--- config.mk ---
export PLATFORM = sky130hd
export DESIGN_NAME = dr_core_ctrl
export DESIGN_NICKNAME = d
export VERILOG_FILES = /design/src/rtl/dr_core_pkg.sv /design/src/rtl/dr_line_decode.sv /design/src/rtl/dr_sense_win.sv /design/src/rtl/dr_seq.sv /design/src/rtl/dr_core_ctrl.sv
export SDC_FILE = /design/constraint.sdc
export NUM_CORES = 1
export LEC_CHECK = 0
export BUFFER_PORTS_ARGS = -buffer_cell sky130_fd_sc_hd__buf_4
export CELL_PAD_IN_SITES_DETAIL_PLACEMENT = 0
export CELL_PAD_IN_SITES_GLOBAL_PLACEMENT = 1
export CORE_ASPECT_RATIO = 0.75
export CORE_UTILIZATION = 36
export CTS_CLUSTER_DIAMETER = 200
export DETAILED_ROUTE_END_ITERATION = 8
export GPL_TIMING_DRIVEN = 0
export PLACE_DENSITY_LB_ADDON = 0.12
export SKIP_CTS_REPAIR_TIMING = 1
export SLEW_MARGIN = 10
export SYNTH_ARGS = -nofsm -noshare
export SYNTH_HDL_FRONTEND = slang
export SYNTH_SLANG_ARGS = --single-unit
--- constraint.sdc ---
create_clock -name clk -period 1.9 [get_ports clk]
set_input_delay 0.57 -clock clk [delete_from_list [all_inputs] [get_ports clk]]
set_output_delay 0.57 -clock clk [all_outputs]
set_load 0.05 [all_outputs]
--- src/rtl/dr_core_pkg.sv ---
package dr_core_pkg;

  typedef enum logic [2:0] {
    ST_IDLE,
    ST_CLR,
    ST_GAP,
    ST_SET,
    ST_DONE
  } dr_state_e;

  // True when a clear-phase cycle index falls inside the sense window.
  function automatic logic in_window(input int unsigned idx,
                                     input int unsigned first,
                                     input int unsigned last);
    return (idx >= first) && (idx <= last);
  endfunction

  // Edges from acceptance to the response pulse.
  function automatic int unsigned op_cycles(input int unsigned drive_cyc,
                                            input logic set_phase);
    return set_phase ? (2 * drive_cyc + 1) : (drive_cyc + 1);
  endfunction

endpackage

--- src/rtl/dr_line_decode.sv ---
module dr_line_decode #(
  parameter int unsigned N  = 8,
  parameter int unsigned SW = (N > 1) ? $clog2(N) : 1
) (
  input  logic          clk,
  input  logic          rst_n,
  input  logic [SW-1:0] sel,
  input  logic          en,
  output logic [N-1:0]  line
);

  for (genvar i = 0; i < N; i++) begin : g_line
    assign line[i] = en && (sel == SW'(i));
  end

  // never more than one line of this dimension active
  p_line_onehot_r2: assert property (@(posedge clk) disable iff (!rst_n)
    $onehot0(line));

  // an enabled decode always reaches some line (address in range)
  p_line_reached_r2: assert property (@(posedge clk) disable iff (!rst_n)
    en |-> (line != '0));

endmodule

--- src/rtl/dr_sense_win.sv ---
module dr_sense_win
  import dr_core_pkg::*;
#(
  parameter int unsigned CW        = 3,
  parameter int unsigned WIN_FIRST = 2,
  parameter int unsigned WIN_LAST  = 3
) (
  input  logic          clk,
  input  logic          rst_n,
  input  logic          clear,
  input  logic          phase_clr,
  input  logic [CW-1:0] cnt,
  input  logic          sense_in,
  output logic          win,
  output logic          sensed
);

  logic sensed_q;

  assign win    = phase_clr && in_window(32'(cnt), WIN_FIRST, WIN_LAST);
  assign sensed = sensed_q;

  always_ff @(posedge clk or negedge rst_n) begin
    if (!rst_n)              sensed_q <= 1'b0;
    else if (clear)          sensed_q <= 1'b0;
    else if (win && sense_in) sensed_q <= 1'b1;
  end

  // the captured bit only rises from a pulse seen inside the window
  p_capture_in_window_r4: assert property (@(posedge clk) disable iff (!rst_n)
    $rose(sensed_q) |-> $past(win && sense_in));

  // outside the clear phase the captured bit never rises
  p_no_capture_idle_r4: assert property (@(posedge clk) disable iff (!rst_n)
    (!phase_clr && !sensed_q) |=> !sensed_q);

endmodule

--- src/rtl/dr_seq.sv ---
module dr_seq
  import dr_core_pkg::*;
#(
  parameter int unsigned DRIVE_CYC = 6,
  parameter int unsigned CW        = $clog2(DRIVE_CYC + 1)
) (
  input  logic          clk,
  input  logic          rst_n,
  input  logic          req_valid,
  input  logic          req_write,
  input  logic          req_wdata,
  input  logic          sensed,
  output logic          req_ready,
  output logic          start,
  output logic          phase_clr,
  output logic          phase_set,
  output logic [CW-1:0] cnt,
  output logic          rsp_valid,
  output logic          rsp_rdata
);

  localparam logic [CW-1:0] LAST = CW'(DRIVE_CYC - 1);
  localparam int unsigned   LW   = $clog2(2 * DRIVE_CYC + 3);

  dr_state_e     state_q, state_d;
  logic [CW-1:0] cnt_q, cnt_d;
  logic          op_write_q, op_wdata_q, rdata_q;
  logic          wbit;

  assign req_ready = (state_q == ST_IDLE);
  assign start     = req_valid && req_ready;
  assign phase_clr = (state_q == ST_CLR);
  assign phase_set = (state_q == ST_SET);
  assign rsp_valid = (state_q == ST_DONE);
  assign rsp_rdata = rdata_q;
  assign cnt       = cnt_q;
  assign wbit      = op_write_q ? op_wdata_q : sensed;

  always_comb begin
    state_d = state_q;
    unique case (state_q)
      ST_IDLE: if (start) state_d = ST_CLR;
      ST_CLR:  if (cnt_q == LAST) state_d = ST_GAP;
      ST_GAP:  state_d = wbit ? ST_SET : ST_DONE;
      ST_SET:  if (cnt_q == LAST) state_d = ST_DONE;
      ST_DONE: state_d = ST_IDLE;
      default: state_d = ST_IDLE;
    endcase
  end

  always_comb begin
    if ((state_d == state_q) && ((state_q == ST_CLR) || (state_q == ST_SET)))
      cnt_d = cnt_q + 1'b1;
    else
      cnt_d = '0;
  end

  always_ff @(posedge clk or negedge rst_n) begin
    if (!rst_n) begin
      state_q    <= ST_IDLE;
      cnt_q      <= '0;
      op_write_q <= 1'b0;
      op_wdata_q <= 1'b0;
      rdata_q    <= 1'b0;
    end else begin
      state_q <= state_d;
      cnt_q   <= cnt_d;
      if (start) begin
        op_write_q <= req_write;
        op_wdata_q <= req_wdata;
      end
      if ((state_q == ST_GAP) && !op_write_q) rdata_q <= sensed;
    end
  end

  // Observation state for the latency property
  logic [LW-1:0] lat_q;
  logic          set_seen_q;

  always_ff @(posedge clk or negedge rst_n) begin
    if (!rst_n) begin
      lat_q      <= '0;
      set_seen_q <= 1'b0;
    end else begin
      if (start) begin
        lat_q      <= '0;
        set_seen_q <= 1'b0;
      end else if (state_q != ST_IDLE) begin
        lat_q <= lat_q + 1'b1;
        if (state_q == ST_SET) set_seen_q <= 1'b1;
      end
    end
  end

  // a read that sensed 1 always enters the restoring set phase
  p_wb_after_one_r5: assert property (@(posedge clk) disable iff (!rst_n)
    ((state_q == ST_GAP) && !op_write_q && sensed) |=> phase_set);

  // a write of 0 never enters the set phase
  p_write_zero_skips_r6: assert property (@(posedge clk) disable iff (!rst_n)
    ((state_q == ST_GAP) && op_write_q && !op_wdata_q) |=> rsp_valid);

  // response lands exactly the expected number of edges after acceptance
  p_latency_r8: assert property (@(posedge clk) disable iff (!rst_n)
    rsp_valid |-> (32'(lat_q) == op_cycles(DRIVE_CYC, set_seen_q)));

  // response is a single-cycle pulse
  p_done_single_r8: assert property (@(posedge clk) disable iff (!rst_n)
    rsp_valid |=> !rsp_valid);

  // busy after acceptance, idle after the response
  p_busy_after_start_r9: assert property (@(posedge clk) disable iff (!rst_n)
    start |=> !req_ready);
  p_ready_after_done_r9: assert property (@(posedge clk) disable iff (!rst_n)
    rsp_valid |=> req_ready);

endmodule

--- src/rtl/dr_core_ctrl.sv ---
module dr_core_ctrl #(
  parameter int unsigned ROWS      = 8,
  parameter int unsigned COLS      = 8,
  parameter int unsigned DRIVE_CYC = 6,
  parameter int unsigned WIN_FIRST = 2,
  parameter int unsigned WIN_LAST  = 3
) (
  input  logic                                  clk,
  input  logic                                  rst_n,
  input  logic                                  req_valid,
  output logic                                  req_ready,
  input  logic                                  req_write,
  input  logic [$clog2(ROWS)+$clog2(COLS)-1:0]  req_addr,
  input  logic                                  req_wdata,
  output logic                                  rsp_valid,
  output logic                                  rsp_rdata,
  output logic [ROWS-1:0]                       row_drv,
  output logic [COLS-1:0]                       col_drv,
  output logic                                  drv_set,
  input  logic                                  sense_in
);

  localparam int unsigned RSW = $clog2(ROWS);
  localparam int unsigned CSW = $clog2(COLS);
  localparam int unsigned AW  = RSW + CSW;
  localparam int unsigned CW  = $clog2(DRIVE_CYC + 1);

  logic           start, phase_clr, phase_set, drive_on;
  logic [CW-1:0]  cnt;
  logic           win, sensed;
  logic [RSW-1:0] row_q;
  logic [CSW-1:0] col_q;

  always_ff @(posedge clk or negedge rst_n) begin
    if (!rst_n) begin
      row_q <= '0;
      col_q <= '0;
    end else if (start) begin
      row_q <= req_addr[AW-1:CSW];
      col_q <= req_addr[CSW-1:0];
    end
  end

  assign drive_on = phase_clr || phase_set;
  assign drv_set  = phase_set;

  dr_seq #(.DRIVE_CYC(DRIVE_CYC), .CW(CW)) u_seq (
    .clk       (clk),
    .rst_n     (rst_n),
    .req_valid (req_valid),
    .req_write (req_write),
    .req_wdata (req_wdata),
    .sensed    (sensed),
    .req_ready (req_ready),
    .start     (start),
    .phase_clr (phase_clr),
    .phase_set (phase_set),
    .cnt       (cnt),
    .rsp_valid (rsp_valid),
    .rsp_rdata (rsp_rdata)
  );

  dr_sense_win #(.CW(CW), .WIN_FIRST(WIN_FIRST), .WIN_LAST(WIN_LAST)) u_sense (
    .clk       (clk),
    .rst_n     (rst_n),
    .clear     (start),
    .phase_clr (phase_clr),
    .cnt       (cnt),
    .sense_in  (sense_in),
    .win       (win),
    .sensed    (sensed)
  );

  dr_line_decode #(.N(ROWS), .SW(RSW)) u_row_dec (
    .clk   (clk),
    .rst_n (rst_n),
    .sel   (row_q),
    .en    (drive_on),
    .line  (row_drv)
  );

  dr_line_decode #(.N(COLS), .SW(CSW)) u_col_dec (
    .clk   (clk),
    .rst_n (rst_n),
    .sel   (col_q),
    .en    (drive_on),
    .line  (col_drv)
  );

  // row and column half-drives appear together or not at all
  p_pair_r2: assert property (@(posedge clk) disable iff (!rst_n)
    (row_drv != '0) == (col_drv != '0));

  // the selected crossing does not move during an access
  p_sel_steady_r2: assert property (@(posedge clk) disable iff (!rst_n)
    ((row_drv != '0) && $past(row_drv != '0)) |->
      ($stable(row_drv) && $stable(col_drv)));

  // polarity holds while the lines stay driven
  p_pol_stable_r7: assert property (@(posedge clk) disable iff (!rst_n)
    ((row_drv != '0) && $past(row_drv != '0)) |-> $stable(drv_set));

  // the set phase starts only after a released cycle
  p_gap_before_set_r7: assert property (@(posedge clk) disable iff (!rst_n)
    $rose(drv_set) |-> $past(row_drv == '0));

  // the sense window only exists in the clear phase
  p_win_in_clear_r3: assert property (@(posedge clk) disable iff (!rst_n)
    win |-> ((row_drv != '0) && !drv_set));

endmodule

==> results by group <==
CTS
  – Register clock-pin slew on the reported worst setup and hold paths: 90 ps
  – Later-pin clock latency in the skew report: 280 ps
  – Clock tree buffer depth: 2
  – Number of buffers created by CTS: 3
  – Clk root buf: clkbuf_4
  – Number of clock sinks: 16
  – CTS H-Tree Depth: 1
  – CTS tree: done

Global routing
  – Final global-route overflow total: 0
  – Antenna violations before repair: 0
  – GRT Util Overall: 14.7%
  – Global-route wire length before repair: 2920 um
  – Largest net degree at the start of global routing: 17
  – Via count of the first global-routing pass: 595

Routing
  – Remaining number of nets flagged by the antenna check after routing: 0
  – Final routed wire length divided by cell count: 13.1 um
  – Drc violations: 0
  – Count of routing violations after the opening detailed-route iteration: 23
  – Via density: 4.84
  – Detailed-route via count: 803
  – Aggregate routed wire length: 2170 um
  – Number of optimization iterations in the first detailed-route pass: 4

Outcome
  – Run status: finished with violations
  – Failing checks: negative setup slack

Power and ir drop
  – Leakage dissipation: 0.690 nW
  – Total power draw: 2.92 mW
  – Total power density per cell area: 1940 nW/um^2
  – Worst IR drop on VDD: 0.768 mV

Finish
  – Share of post-route cells with drive strength above 1: 64.4%
  – Commonest cells after routing, fill and taps aside: buf_6, buf_4, dfrtp_1, nor2_1, mux2_4
  – Filler instances: 210
  – Final standard cell count with taps included and fillers excluded: 166
  – Most common cell after layout, fill and taps aside: buf_6
  – Area added between synthesis and finish: 61.1%
  – Final design area excluding fillers: 1510 um^2
  – Number of diodes: 0
  – Final layout net count: 149
  – Final core area utilization: 63.3%

Setup path
  – Critical path startpoint category: register
  – Kind of capture point of the worst setup path: output port
  – Maximum cell stage delay along the critical path: 450 ps
  – Critical-path cell list: and2b_2, nand2_4, nor3_4, buf_6
  – Crit path DAT: 1480 ps
  – Data required time at the worst endpoint: 1330 ps
  – Maximum fanout along the worst path: 6
  – Critical path's slowest cell: dfrtp_2
  – Startpoint-to-endpoint class of the critical path: reg2out

Placement
  – Post-detail-place hpwl: 1420 um
  – IO buf count: 31
  – Placed Cells incl. Taps: 153
  – Final GP Congestion: 0.651
  – Placed standard-cell area: 1310 um^2

Synth
  – Seq/Total Area, Yosys: 42.8%
  – Synth warnings: 0
  – Syn_nets: 104
  – Syn Inst Count: 88
  – Post-Syn Area: 936 um^2
  – Distinct cells, synth: 27
  – Area leader, netlist: dfrtp_1
  – Share of the synthesized area in the top cell type: 42.8%
  – Register bit count reported by yosys: 16
  – Mean instance size in the synthesized netlist: 10.6 um^2
  – Main area contributors after synthesis: dfrtp_1, mux2_4, nor3_1

Timing
  – Part of the cycle the worst path needs: 108%
  – Slew Viols, Final: 0
  – Skew final: 3.34 ps
  – Max-Slew Margin vs Limit: 76.3%
  – Timing-limited maximum frequency: 488 MHz
  – Min Tclk post-route: 2050 ps
  – Total count of hold-check failures in the final report: 0
  – RSZ-0062 raised after global routing: true
  – Final setup fails: 11
  – Slew at the pin closest to its max-slew limit: 356 ps
  – Setup TNS after final layout: -831 ps
  – Final WS setup: -148 ps

Floorplan
  – Count of pins on the block boundary: 32
  – Number of rows created at floorplan: 15
  – Height of the die: 46.2 um
  – Core outline area: 2380 um^2
  – Total die area: 2810 um^2
  – Starting density of the core: 39.3%
  – DIE WIDTH: 60.9 um

Flow run
  – Max-capacitance violation count: 0

Min path
  – Type of the most critical hold path: in2async
## metrics by stage
stage / hold slack (ps) / setup WS [ps]
floorplan: 274 / -114
global placement: 443 / 116
detailed placement: 442 / 94.4
CTS: 126 / -228
global route: 131 / -228
finish: 126 / -148
## cells in the mapped netlist
cell type  number
a21oi_1         2
a211o_2         1
buf_6           2
or2_2           1
ha_1            4
inv_1           4
nor3b_1         1
nand2_1         4
and2_4          1
o211a_1         1
mux2_2          1
a41oi_1         1
dfrtp_1        16
buf_12          1
and2b_1         1
nor3_4          1
nor3_1         12
nand2b_1        6
clkbuf_1        1
nor4_1          2
a31oi_1         1
mux2_4          8
nor2_1         12
o21ai_0         1
or3_1           1
mux2i_1         1
a21bo_2         1
## registers in the layout, summed over array words and instances, names as in the netlist
name              count
u_seq.cnt             3
u_seq.rsp_rdata       1
u_sense.sensed        1
u_seq.state_q         3
col_q                 3
row_q                 3
u_seq.op_wdata_q      1
u_seq.op_write_q      1
## path summary, 6_finish.rpt
path	start	endpoint	slack (ps)	depth (start not counted)
setup / recovery	u_seq.state_q[2]	col_drv[2]	-150	4
hold / removal	rst_n	u_seq.state_q[1]	130	1
setup reg to reg	u_seq.state_q[2]	u_seq.op_write_q	450	5
hold reg to reg	u_seq.cnt[0]	u_seq.cnt[0]	520	1
max in group asynchronous	rst_n	row_q[1]	1580	1
min in group clk	req_addr[1]	col_q[1]	510	2
## layout make-up
cell class | instances | area (um^2) | area share, %
multi-input combinational | 65 | 607 | 40.2
sequential | 16 | 405 | 26.9
tap | 34 | 42.5 | 2.82
inverter | 4 | 15.0 | 0.996
buffer | 3 | 42.5 | 2.82
timing repair buffer | 40 | 369 | 24.5
clock buffer | 4 | 26.3 | 1.74
## layer usage
metal / wire [um] / track usage [%] / share of wire (%)
met4: 6 / 1.36 / 0.28
met5: 0 / 0 / 0
met1: 1050 / 22.2 / 48
met2: 1010 / 20.0 / 47
met3: 102 / 6.18 / 4.7
## cells by family after synthesis
logic type	share of synthesized area [%]
fa+ha+maj	5.35
compound gates	6.42
simple gates	23.8
mux	15.1
flops	42.8
buf+inv	6.55
## where the power goes
| group | switching [mW] | internal [mW] | leakage (nW) | total (mW) |
|---|---|---|---|---|
| Clock | 0.105 | 0.0814 | 0.0150 | 0.187 |
| Combinational | 1.09 | 0.872 | 0.485 | 1.97 |
| Sequential | 0.261 | 0.506 | 0.191 | 0.767 |
## critical path: cells and delay by family (launching register included)
| kind | cells | cell delay, ps |
|---|---|---|
| and+or+nand+nor | 3 | 570 |
| buffers and inverters | 1 | 180 |
| DFF | 1 | 450 |
Note: power is estimated with default switching activity, not from simulation.
